**config.mk**
```make
export PLATFORM = sky130hd
export DESIGN_NAME = slot_pipe_seq
export DESIGN_NICKNAME = d
export VERILOG_FILES = /design/src/rtl/slot_seq_pkg.sv /design/src/rtl/seq_sync.sv /design/src/rtl/seq_fall_det.sv /design/src/rtl/seq_tag_pipe.sv /design/src/rtl/slot_pipe_seq.sv
export SDC_FILE = /design/constraint.sdc
export NUM_CORES = 1
export LEC_CHECK = 0
export ABC_AREA = 0
export ABC_CLOCK_PERIOD_IN_PS = 800
export BUFFER_PORTS_ARGS = -buffer_cell sky130_fd_sc_hd__buf_2
export CAP_MARGIN = 20
export CORE_AREA = 4 4 41 43
export CTS_BUF_LIST = sky130_fd_sc_hd__clkbuf_4
export DETAILED_ROUTE_END_ITERATION = 10
export DIE_AREA = 0 0 45 47
export PLACE_DENSITY = 0.66
export SETUP_SLACK_MARGIN = 0.5
export SLEW_MARGIN = 10
export SYNTH_ARGS = -nofsm -noshare
export SYNTH_HDL_FRONTEND = slang
export SYNTH_SLANG_ARGS = --single-unit
```
**constraint.sdc**
```tcl
create_clock -name clk -period 0.8 [get_ports clk]
set_input_delay 0.04 -clock clk [delete_from_list [all_inputs] [get_ports clk]]
set_output_delay 0.04 -clock clk [all_outputs]
set_load 0.03 [all_outputs]
```
**src/rtl/slot_seq_pkg.sv**
```systemverilog
package slot_seq_pkg;
  typedef struct packed {
    logic valid;
    logic enc;
  } slot_tag_t;
endpackage

```
**src/rtl/seq_sync.sv**
```systemverilog
module seq_sync #(
  parameter int WIDTH  = 1,
  parameter int STAGES = 2
) (
  input  logic             clk,
  input  logic             rst_n,
  input  logic [WIDTH-1:0] d_in,
  output logic [WIDTH-1:0] d_out
);
  logic [WIDTH-1:0] chain_q [STAGES];

  generate
    for (genvar s = 0; s < STAGES; s++) begin : g_stage
      if (s == 0) begin : g_first
        always_ff @(posedge clk or negedge rst_n) begin
          if (!rst_n) chain_q[s] <= '0;
          else        chain_q[s] <= d_in;
        end
      end else begin : g_rest
        always_ff @(posedge clk or negedge rst_n) begin
          if (!rst_n) chain_q[s] <= '0;
          else        chain_q[s] <= chain_q[s-1];
        end
      end
    end
  endgenerate

  assign d_out = chain_q[STAGES-1];
endmodule

```
**src/rtl/seq_fall_det.sv**
```systemverilog
module seq_fall_det (
  input  logic clk,
  input  logic rst_n,
  input  logic lvl,
  output logic fall
);
  logic lvl_q;

  always_ff @(posedge clk or negedge rst_n) begin
    if (!rst_n) lvl_q <= 1'b0;
    else        lvl_q <= lvl;
  end

  assign fall = lvl_q & ~lvl;
endmodule

```
**src/rtl/seq_tag_pipe.sv**
```systemverilog
module seq_tag_pipe
  import slot_seq_pkg::*;
#(
  parameter int DEPTH = 3
) (
  input  logic                  clk,
  input  logic                  rst_n,
  input  logic                  adv,
  input  slot_tag_t             tag_in,
  output slot_tag_t [DEPTH-1:0] tags
);
  slot_tag_t [DEPTH-1:0] tags_q, tags_d;

  always_comb begin
    tags_d = tags_q;
    if (adv) begin
      tags_d[0] = tag_in;
      for (int i = 1; i < DEPTH; i++) tags_d[i] = tags_q[i-1];
    end
  end

  always_ff @(posedge clk or negedge rst_n) begin
    if (!rst_n) tags_q <= '0;
    else        tags_q <= tags_d;
  end

  assign tags = tags_q;
endmodule

```
**src/rtl/slot_pipe_seq.sv**
```systemverilog
module slot_pipe_seq
  import slot_seq_pkg::*;
#(
  parameter int SYNC_STAGES = 2,
  parameter int PIPE_DEPTH  = 3
) (
  input  logic clk,
  input  logic rst_n,
  input  logic ce_in,
  input  logic dir_in,
  output logic cap_enc,
  output logic cap_dec,
  output logic proc_start,
  output logic proc_dir,
  output logic oe_comp,
  output logic oe_lin
);
  localparam int PROC_IDX = 1;
  localparam int OUT_IDX  = PIPE_DEPTH - 1;

  logic [1:0] rst_sync_q;
  logic       rst_int_n;
  logic [1:0] sync_bus;
  logic       ce_s, dir_s, ce_fall;
  slot_tag_t  new_tag;
  slot_tag_t [PIPE_DEPTH-1:0] tags;

  logic cap_enc_q, cap_dec_q, start_q, pdir_q;
  logic cap_enc_d, cap_dec_d, start_d, pdir_d;

  // reset asserts at once, releases on the clock
  always_ff @(posedge clk or negedge rst_n) begin
    if (!rst_n) rst_sync_q <= 2'b00;
    else        rst_sync_q <= {rst_sync_q[0], 1'b1};
  end
  assign rst_int_n = rst_sync_q[1];

  seq_sync #(.WIDTH(2), .STAGES(SYNC_STAGES)) u_sync (
    .clk   (clk),
    .rst_n (rst_int_n),
    .d_in  ({ce_in, dir_in}),
    .d_out (sync_bus)
  );
  assign ce_s  = sync_bus[1];
  assign dir_s = sync_bus[0];

  seq_fall_det u_fall (
    .clk   (clk),
    .rst_n (rst_int_n),
    .lvl   (ce_s),
    .fall  (ce_fall)
  );

  assign new_tag = '{valid: 1'b1, enc: dir_s};

  seq_tag_pipe #(.DEPTH(PIPE_DEPTH)) u_pipe (
    .clk    (clk),
    .rst_n  (rst_int_n),
    .adv    (ce_fall),
    .tag_in (new_tag),
    .tags   (tags)
  );

  always_comb begin
    cap_enc_d = ce_fall & dir_s;
    cap_dec_d = ce_fall & ~dir_s;
    start_d   = ce_fall & tags[PROC_IDX-1].valid;
    pdir_d    = pdir_q;
    if (ce_fall) pdir_d = tags[PROC_IDX-1].enc;
  end

  always_ff @(posedge clk or negedge rst_int_n) begin
    if (!rst_int_n) begin
      cap_enc_q <= 1'b0;
      cap_dec_q <= 1'b0;
      start_q   <= 1'b0;
      pdir_q    <= 1'b0;
    end else begin
      cap_enc_q <= cap_enc_d;
      cap_dec_q <= cap_dec_d;
      start_q   <= start_d;
      pdir_q    <= pdir_d;
    end
  end

  assign cap_enc    = cap_enc_q;
  assign cap_dec    = cap_dec_q;
  assign proc_start = start_q;
  assign proc_dir   = pdir_q;
  assign oe_comp    = tags[OUT_IDX].valid & tags[OUT_IDX].enc  & ce_s;
  assign oe_lin     = tags[OUT_IDX].valid & ~tags[OUT_IDX].enc & ce_s;
endmodule

```
==> results of run 1 <==
## area by class of cell
class	instances	area (um^2)
flip-flops and latches	16	405
multi-input cells	14	146
clock buffers	3	22.5
well taps	15	18.8
repair buffers	16	153
fillers	105	556
## worst paths after layout
path                                       from           endpoint  slack [ns]  cells past startpoint
worst max register to register  u_sync.d_out[1]     u_pipe.tags[4]       -0.32                      2
max in group asynchronous         rst_sync_q[1]            cap_dec        0.49                      1
worst min-delay path                     dir_in  u_sync.chain_q[2]       -0.14                      1
min in group asynchronous                 rst_n      rst_sync_q[1]        0.07                      2
worst max-delay path            u_sync.d_out[1]            oe_comp       -0.33                      3
worst min register to register    rst_sync_q[1]  u_sync.chain_q[3]        0.20                      1
## critical path: stages, from the launching register on
cell	delay, ns
dfrtp_1	0.42
buf_6	0.14
and3_4	0.14
buf_6	0.13
## stage by stage
step	hold slack (ns)	setup TNS, ns
2_1_floorplan	-0.256	-1.59
3_3_place_gp	-0.176	-2.76
3_5_place_dp	-0.173	-3.04
4_1_cts	-0.147	-2.99
5_1_grt	-0.136	-3.65
6_report	-0.140	-2.86
## where the power goes
part           total [mW]  switching [mW]  internal (mW)
Clock               0.396           0.221          0.174
Sequential          0.918          0.0478          0.871
Combinational       0.351           0.152          0.199
Total                1.67           0.421           1.24
## what timing repair did
| action | 4_1_cts | 5_1_grt |
|---|---|---|
| buffers inserted | 4 | 1 |
| cloned | 0 | 0 |
| resized for setup | 16 | 3 |
| endpoints found under the hold margin | 4 | 2 |
| pin swaps | 0 | 0 |
| setup endpoints to repair | 33 | 33 |
## metal layers
metal / track usage, % / up-vias
met5: 0 / -
met4: 10.5 / 0
met3: 2.30 / 4
met2: 11.9 / 10
met1: 10.4 / 136
li1: - / 135
## registers in the layout (all words and copies together) (netlist names)
name            flops
u_pipe.tags         6
cap_enc             1
rst_sync_q          2
cap_dec             1
u_fall.lvl_q        1
proc_start          1
u_sync.chain_q      2
u_sync.d_out        2
## logic make-up after synthesis
kind of cell | Yosys count | share of synthesized area (%)
buffers and inverters | 1 | 2.10
flip-flops | 16 | 74.8
multiplexers | 5 | 14.0
other | 1 | 0.700
AND/OR/NAND/NOR | 8 | 8.41
## placed cells by master, fill, tap and decap left out
master / netlist / layout
clkbuf_4: 0 / 3
and2_1: 2 / 2
or2_2: 1 / 1
dfrtp_2: 0 / 4
dfrtp_1: 16 / 12
conb_1: 1 / 1
and3_4: 0 / 1
nor2b_4: 0 / 1
nand2_2: 0 / 1
dlygate4sd3_1: 0 / 1
mux2_4: 5 / 5
nor2b_1: 2 / 1
buf_2: 0 / 3
buf_6: 1 / 10
nor2_4: 0 / 1
buf_4: 0 / 2
==> metrics.md, run 1 <==
| Metric | Value |
|---|---|
| Htree depth | `1` |
| Crit end category | `primary output` |
| Max-slew violation count | `0` |
| CP max FO | `3` |
| Yosys warns | `0` |
| Per-cell routed wire length | `11.2 um` |
| Metal-1 WL | `294 um` |
| Die width | `45 um` |
| Setup violators final | `15` |
| Final #Nets | `55` |
| # IOs | `10` |
| Clock-pin transition on the worst setup and hold timing paths | `0.08 ns` |
| Fin crit share | `142%` |
| Post-Syn Instances | `31` |
| Die Y-Extent | `47 um` |
| Routed wl met3 | `50 um` |
| RSZ-0062 raised after global routing | `yes` |
| Critical path launch point type | `flop` |
| Final hold vios | `2` |
| Largest net degree at the start of global routing | `10` |
| Netlist cell types | `10` |
| Dpl cell area | `612 um^2` |
| CTS tree | `yes` |
| Initial DRT Pass Iterations | `3` |
| Failing checks | `negative hold slack, negative setup slack` |
| First-pass GRT wire length | `1190 um` |
| Worst Path Required | `0.76 ns` |
| Post-synthesis register bit count | `16` |
| Setup Skew | `0.00509 ns` |
| CTS Buf Count | `3` |
| Final min period | `1.13 ns` |
| Routed Antenna Nets | `0` |
| Top post-synthesis cells by area | `dfrtp_1, mux2_4, and2_1, nor2b_1, buf_6` |
| Synth cell count leaders | `dfrtp_1, mux2_4, and2_1, nor2b_1` |
| PnR worst setup slack | `-0.334 ns` |
| WL final | `718 um` |
| Total core area | `0.00130 mm^2` |
| Lkg Pwr | `0.345 nW` |
| Critical path class | `flop to primary output` |
| Skew-Pair Late Insertion Delay | `0.28 ns` |
| Vias | `285` |
| Share of the synthesized area in the top cell type | `74.8%` |
| Highest metal used | `met4` |
| Worst slack, placed | `-0.419 ns` |
| GRT overflow | `0` |
| Initial Util | `41.2%` |
| CTS Root Cell | `clkbuf_4` |
| Cell Count, Final, Fillers Out | `64` |
| Clock Tree Buf Depth | `2` |
| Area Overhead vs Synth | `39.3%` |
| Count leader, synth | `dfrtp_1` |
| Placed cells | `55` |
| Worst EP arrival | `1.09 ns` |
| Initial antenna violation count | `0` |
| Share of layout cells above drive strength 1 | `65.3%` |
| Pwr dens | `2230 mW/mm^2` |
| Synthesized area per cell | `17.3 um^2` |
| # DRC | `0` |
| Input/output buffers | `9` |
| MaxCap Viol Count | `0` |
| Cell area after layout | `746 um^2` |
| Met2 routed WL | `344 um` |
| Total GRT Usage | `8.77%` |
| Detailed Route Iter0 Violations | `5` |
| Main synth FF type | `dfrtp_1` |
| Max frequency | `882 MHz` |
| Worst min-delay path category | `input port to flop` |
| Worst vdd ir | `0.00133 V` |
| ANT cells | `0` |
| Total power | `1.67 mW` |
| Outcome | `finished with violations` |
| Largest area contributor in the netlist | `dfrtp_1` |
| Asr flop ratio synth | `100%` |
| Post-layout util | `57.3%` |
| Post-synthesis net count | `35` |
| Number of synthesized flops with an enable pin | `0` |
| Cell area after synthesis | `536 um^2` |
| Vias in the first global route | `273` |
| CTS Hold Bufs | `1` |
| Cell Rows | `13` |
| Via/cell ratio | `4.45` |
| Die footprint | `0.00212 mm^2` |
| Hold Slack | `-0.140 ns` |
| Gpl congestion | `0.640` |
| HPWL Detailed | `512 um` |
| Post-synthesis sequential area ratio | `74.8%` |
| CTS Sinks | `16` |
Note: power is estimated with default switching activity, not from simulation.
==> inputs of run 2 (changes only) <==
- ABC_CLOCK_PERIOD_IN_PS: 800 -> 1500
- clock period: 0.8 -> 1.5 ns (I/O delays scaled with it)
==> metrics.md, run 2 (synthesis results as in run 1) <==
| Metric | Value |
|---|---|
| Critical path class | `flop to flop` |
| RSZ-0062 raised after global routing | `yes` |
| Fin crit share | `75.5%` |
| Worst EP arrival | `1.29 ns` |
| Sw frac | `25.0%` |
| Setup violators final | `0` |
| Max frequency | `883 MHz` |
| Crit end category | `flop` |
| Post-layout util | `52.5%` |
| Die width | `45 um` |
| Area Overhead vs Synth | `27.6%` |
| Lkg Pwr | `0.332 nW` |
| Die Y-Extent | `47 um` |
| Final hold vios | `0` |
| Input/output buffers | `9` |
| Gpl congestion | `0.631` |
| Skew-Pair Late Insertion Delay | `0.28 ns` |
| Crit-path cells | `nor2b_4, buf_6, mux2_4` |
| Pwr dens | `1230 mW/mm^2` |
| Per-cell routed wire length | `10.7 um` |
| GRT overflow | `0` |
| MaxCap Viol Count | `0` |
| ANT cells | `0` |
| Htree depth | `1` |
| Final min period | `1.13 ns` |
| Via/cell ratio | `4.27` |
| Total core area | `0.00130 mm^2` |
| Initial Util | `41.2%` |
| Clock Tree Buf Depth | `2` |
| Clock power frac | `25.2%` |
| Outcome | `finished, final reports clean` |
| Worst vdd ir | `0.000646 V` |
| Slowest CP cell | `dfrtp_1` |
| CP peak stage delay | `0.43 ns` |
| Critical path launch point type | `flop` |
| Worst Path Required | `1.66 ns` |
| Combinational share of power | `16.7%` |
| CTS Buf Count | `3` |
| Initial DRT Pass Iterations | `1` |
| Largest net degree at the start of global routing | `15` |
| Routed Antenna Nets | `0` |
| CP max FO | `5` |
| # IOs | `10` |
| CTS Root Cell | `clkbuf_4` |
| Sw Pwr | `210 uW` |
| Die footprint | `0.00212 mm^2` |
| R2R cell count | `3` |
| Int Pwr | `631 uW` |
| FILL cells | `109` |
| Max reg flops | `6` |
| Register share of total power | `58.1%` |
| Max-slew violation count | `0` |
| WL final | `674 um` |
| Worst min-delay path category | `input port to asynchronous set/reset pin` |
| Setup Skew | `0.00629 ns` |
| Setup_tns | `0 ns` |
| CTS Sinks | `16` |
| Vias | `269` |
| Worst rel slew slack | `65.8%` |
| # DRC | `0` |
| First-pass GRT wire length | `1240 um` |
| Cell Rows | `13` |
| Most common cell after layout, fill and taps aside | `dfrtp_1` |
| Worst slew pin tran | `0.513 ns` |
| Final #Nets | `53` |
| Total GRT Usage | `8.66%` |
| Clock-pin transition on the worst setup and hold timing paths | `0.08 ns` |
| CTS tree | `yes` |
| Initial antenna violation count | `0` |
| Most frequent cells in the layout | `dfrtp_1, buf_2, mux2_4` |
| Share of layout cells above drive strength 1 | `43.8%` |
| Detailed Route Iter0 Violations | `0` |
| Vias in the first global route | `279` |
## run 2: layout make-up
cell class	count	area, um^2	area share [%]
Tap cell	15	18.8	2.75
Timing Repair Buffer	14	106	15.6
Clock inverter	1	3.75	0.549
Sequential cell	16	400	58.6
Clock buffer	3	22.5	3.30
Multi-Input combinational cell	14	131	19.2
## run 2: layer usage
layer  global-route usage, %  up-vias  routed length [um]
met5                       0        -                   0
met4                    8.77        0                  17
met3                    2.68        2                  61
met2                    11.6       10                 299
met1                    10.7      125                 296
li1                        -      132                   -
## run 2: timing repair
item,4_1_cts,5_1_grt
resized for setup,7,1
setup endpoints to repair,8,8
pin swaps,2,2
setup buffers,0,0
hold buffers,3,0
gates cloned,1,0
endpoints found under the hold margin,4,0
## run 2: metrics by stage
step	hold slack, ns	total power, mW	setup WS [ns]	cell area [um^2]	std cells
finish	0.0998	0.841	0.367	683	63
global route	0.0890	0.898	0.301	683	63
CTS	0.0876	0.855	0.369	677	63
detailed placement	-0.139	0.617	0.377	596	55
global placement	-0.141	0.615	0.406	596	55
floorplan	-0.221	0.581	0.433	536	31
## run 2: worst paths after layout
kind | end | from | slack (ns)
min in group clk | u_sync.d_out[1] | u_sync.chain_q[3] | 0.36
min | rst_sync_q[1] | rst_n | 0.1
min reg2reg | u_fall.lvl_q | rst_sync_q[1] | 0.21
max reg2reg | u_pipe.tags[5] | u_sync.d_out[1] | 0.37
max in group asynchronous | u_sync.chain_q[3] | rst_sync_q[1] | 0.95
max | u_pipe.tags[5] | u_sync.d_out[1] | 0.37
## run 2: power groups by stage
stage	Clock, mW	Combinational, mW	Sequential (mW)
2_1_floorplan	0	0.0690	0.512
3_3_place_gp	0	0.118	0.497
3_5_place_dp	0	0.119	0.497
4_1_cts	0.224	0.141	0.490
5_1_grt	0.253	0.151	0.494
6_report	0.212	0.141	0.489
## run 2: worst max-delay path: cells and delay by family (launching register included)
family / cells / cell delay, ns
flip-flops: 1 / 0.43
multiplexers: 1 / 0.30
AND/OR/NAND/NOR: 1 / 0.15
buffers and inverters: 1 / 0.14
==> inputs of run 3 (changes only) <==
- ABC_AREA: 0 -> 1
- ABC_CLOCK_PERIOD_IN_PS: 1500 -> 1120
- PLACE_DENSITY: 0.66 -> 0.64
- clock period: 1.5 -> 1.12 ns (I/O delays scaled with it)
==> metrics.md, run 3 <==
| Metric | Value |
|---|---|
| Total core area | `0.00130 mm^2` |
| Crit path buf inv count | `1` |
| Synthesized area per cell | `12.0 um^2` |
| Top post-synthesis cells by area | `dfrtp_1, nand2_1, nand3_1, inv_1, nand2_4` |
| Area Overhead vs Synth | `43.9%` |
| Final min period | `1.07 ns` |
| Yosys warns | `0` |
| Initial antenna violation count | `0` |
| Skew-Pair Late Insertion Delay | `0.27 ns` |
| CP peak stage delay | `0.43 ns` |
| R2R cell count | `5` |
| Metal-1 WL | `374 um` |
| Post-synthesis net count | `47` |
| Largest area contributor in the netlist | `dfrtp_1` |
| Setup violators final | `0` |
| Total GRT Usage | `8.97%` |
| Setup_tns | `0 ns` |
| Crit-path cells | `nand2_1, nor2_2, buf_6` |
| First-pass GRT wire length | `1280 um` |
| Post-synthesis register bit count | `16` |
| CP max FO | `3` |
| Via/cell ratio | `4.32` |
| Crit end category | `primary output` |
| Outcome | `finished, final reports clean` |
| Reg2reg end | `u_pipe.tags[4]` |
| Initial DRT Pass Iterations | `2` |
| Met2 routed WL | `376 um` |
| Per-cell routed wire length | `10.6 um` |
| Count leader, synth | `dfrtp_1` |
| Highest metal used | `met4` |
| Worst vdd ir | `0.000885 V` |
| RSZ-0062 raised after global routing | `yes` |
| # IOs | `10` |
| Synth cell count leaders | `dfrtp_1, nand2_1, nand3_1` |
| Die width | `45 um` |
| Routed wl met3 | `46 um` |
| Input/output buffers | `9` |
| CP Depth | `3` |
| Final #Nets | `66` |
| Netlist cell types | `7` |
| Clock Tree Buf Depth | `2` |
| Number of synthesized flops with an enable pin | `0` |
| Critical path launch point type | `flop` |
| Routed Antenna Nets | `0` |
| Total power | `1.12 mW` |
| RR Startpoint | `u_sync.d_out[1]` |
| Worst Path Required | `1.06 ns` |
| Most common cell after layout, fill and taps aside | `dfrtp_1` |
| Share of layout cells above drive strength 1 | `44.3%` |
| GRT overflow | `0` |
| Critical Path End | `oe_comp` |
| Clock-pin transition on the worst setup and hold timing paths | `0.09 ns` |
| Largest net degree at the start of global routing | `15` |
| # DRC | `0` |
| Slowest CP cell | `dfrtp_1` |
| Cell Rows | `13` |
| Asr flop ratio synth | `100%` |
| Critical Path Source | `u_pipe.tags[4]` |
| Htree depth | `1` |
| Most frequent cells in the layout | `dfrtp_1, nand2_1, buf_6, nand2_2` |
| Main synth FF type | `dfrtp_1` |
| Worst min-delay path category | `input port to asynchronous set/reset pin` |
| Pwr dens | `1510 mW/mm^2` |
| Initial Util | `39.6%` |
| Post-Syn Instances | `43` |
| Reg2reg setup slack | `0.18 ns` |
| MaxCap Viol Count | `0` |
| Share of the synthesized area in the top cell type | `77.7%` |
| HPWL Detailed | `534 um` |
| Critical path class | `flop to primary output` |
| CTS Buf Count | `3` |
| CTS Root Cell | `clkbuf_4` |
| ANT cells | `0` |
| Post-synthesis sequential area ratio | `77.7%` |
| CTS tree | `yes` |
| Setup Skew | `0.00184 ns` |
| Worst path top cell family by delay | `flip-flops` |
| Worst EP arrival | `1.01 ns` |
| Max reg flops | `6` |
| Max-slew violation count | `0` |
| Final hold vios | `0` |
| Gpl congestion | `0.708` |
| Cell area after synthesis | `515 um^2` |
| Die Y-Extent | `47 um` |
| Lkg Pwr | `0.375 nW` |
| Fin crit share | `95.6%` |
| Vias | `328` |
| Vias in the first global route | `307` |
| WL final | `808 um` |
| Max frequency | `934 MHz` |
| CTS Sinks | `16` |
| Die footprint | `0.00212 mm^2` |
| Detailed Route Iter0 Violations | `2` |
run 3: changes by cell type after synthesis:
cell / change
and2_1: -2
and3_1: -1
buf_6: -1
inv_1: +4
mux2_4: -5
nand2_1: +12
nand2_4: +1
nand3_1: +5
nor2_1: +2
nor2b_1: -2
or2_2: -1
run 3: layer usage:
layer / track usage (%) / vias to the layer above
li1: - / 169
met1: 11.2 / 151
met2: 12.4 / 6
met3: 3.45 / 2
met4: 7.02 / 0
met5: 0 / -
run 3: worst register-to-register path, cell delays in order (launching register included):
cell     delay (ns)
dfrtp_1        0.42
inv_2          0.08
buf_6          0.14
nand2_8        0.08
nand2_1        0.07
nand2_1        0.05
run 3: area by class of cell:
class                   count  area (um^2)
multi-input cells          23          149
flip-flops and latches     16          402
repair buffers             14          131
fillers                   110          559
inverters                   4         15.0
clock inverters             1         3.75
well taps                  15         18.8
clock buffers               3         22.5
run 3: timing repair:
item                                    4_1_cts  5_1_grt
pin swaps                                     1        3
endpoints found under the setup margin       15       29
endpoints found under the hold margin         4        0
gates resized for setup                      15        9
cloned                                        0        0
buffers inserted                              2        0
hold buffers                                  3        0
run 3: power breakdown:
part / switching, mW / internal, mW
logic: 0.0833 / 0.0793
registers: 0.0476 / 0.622
clock network: 0.160 / 0.129
total: 0.291 / 0.831
run 3: through the flow:
step	instances	cell area [um^2]	hold slack [ns]	util [%]	setup slack (ns)
floorplan	43	526	-0.240	-	0.335
global placement	67	589	-0.159	45.3	0.295
detailed placement	67	589	-0.158	45.3	0.283
CTS	76	707	0.0726	54.3	0.0365
global route	76	742	0.0636	57.0	-0.0299
finish	76	742	0.0760	57.0	0.0497
run 3: worst min-delay path by stage:
stage / slack (ns) / end
2_1_floorplan: -0.24 / rst_sync_q[0]
3_3_place_gp: -0.16 / rst_sync_q[0]
3_5_place_dp: -0.16 / rst_sync_q[0]
4_1_cts: 0.07 / rst_sync_q[1]
5_1_grt: 0.06 / rst_sync_q[1]
6_report: 0.08 / rst_sync_q[1]
run 3: cells by family after synthesis:
| kind of cell | synth area share (%) |
|---|---|
| buffers and inverters | 2.91 |
| DFF | 77.7 |
| and+or+nand+nor | 18.7 |
| other | 0.727 |
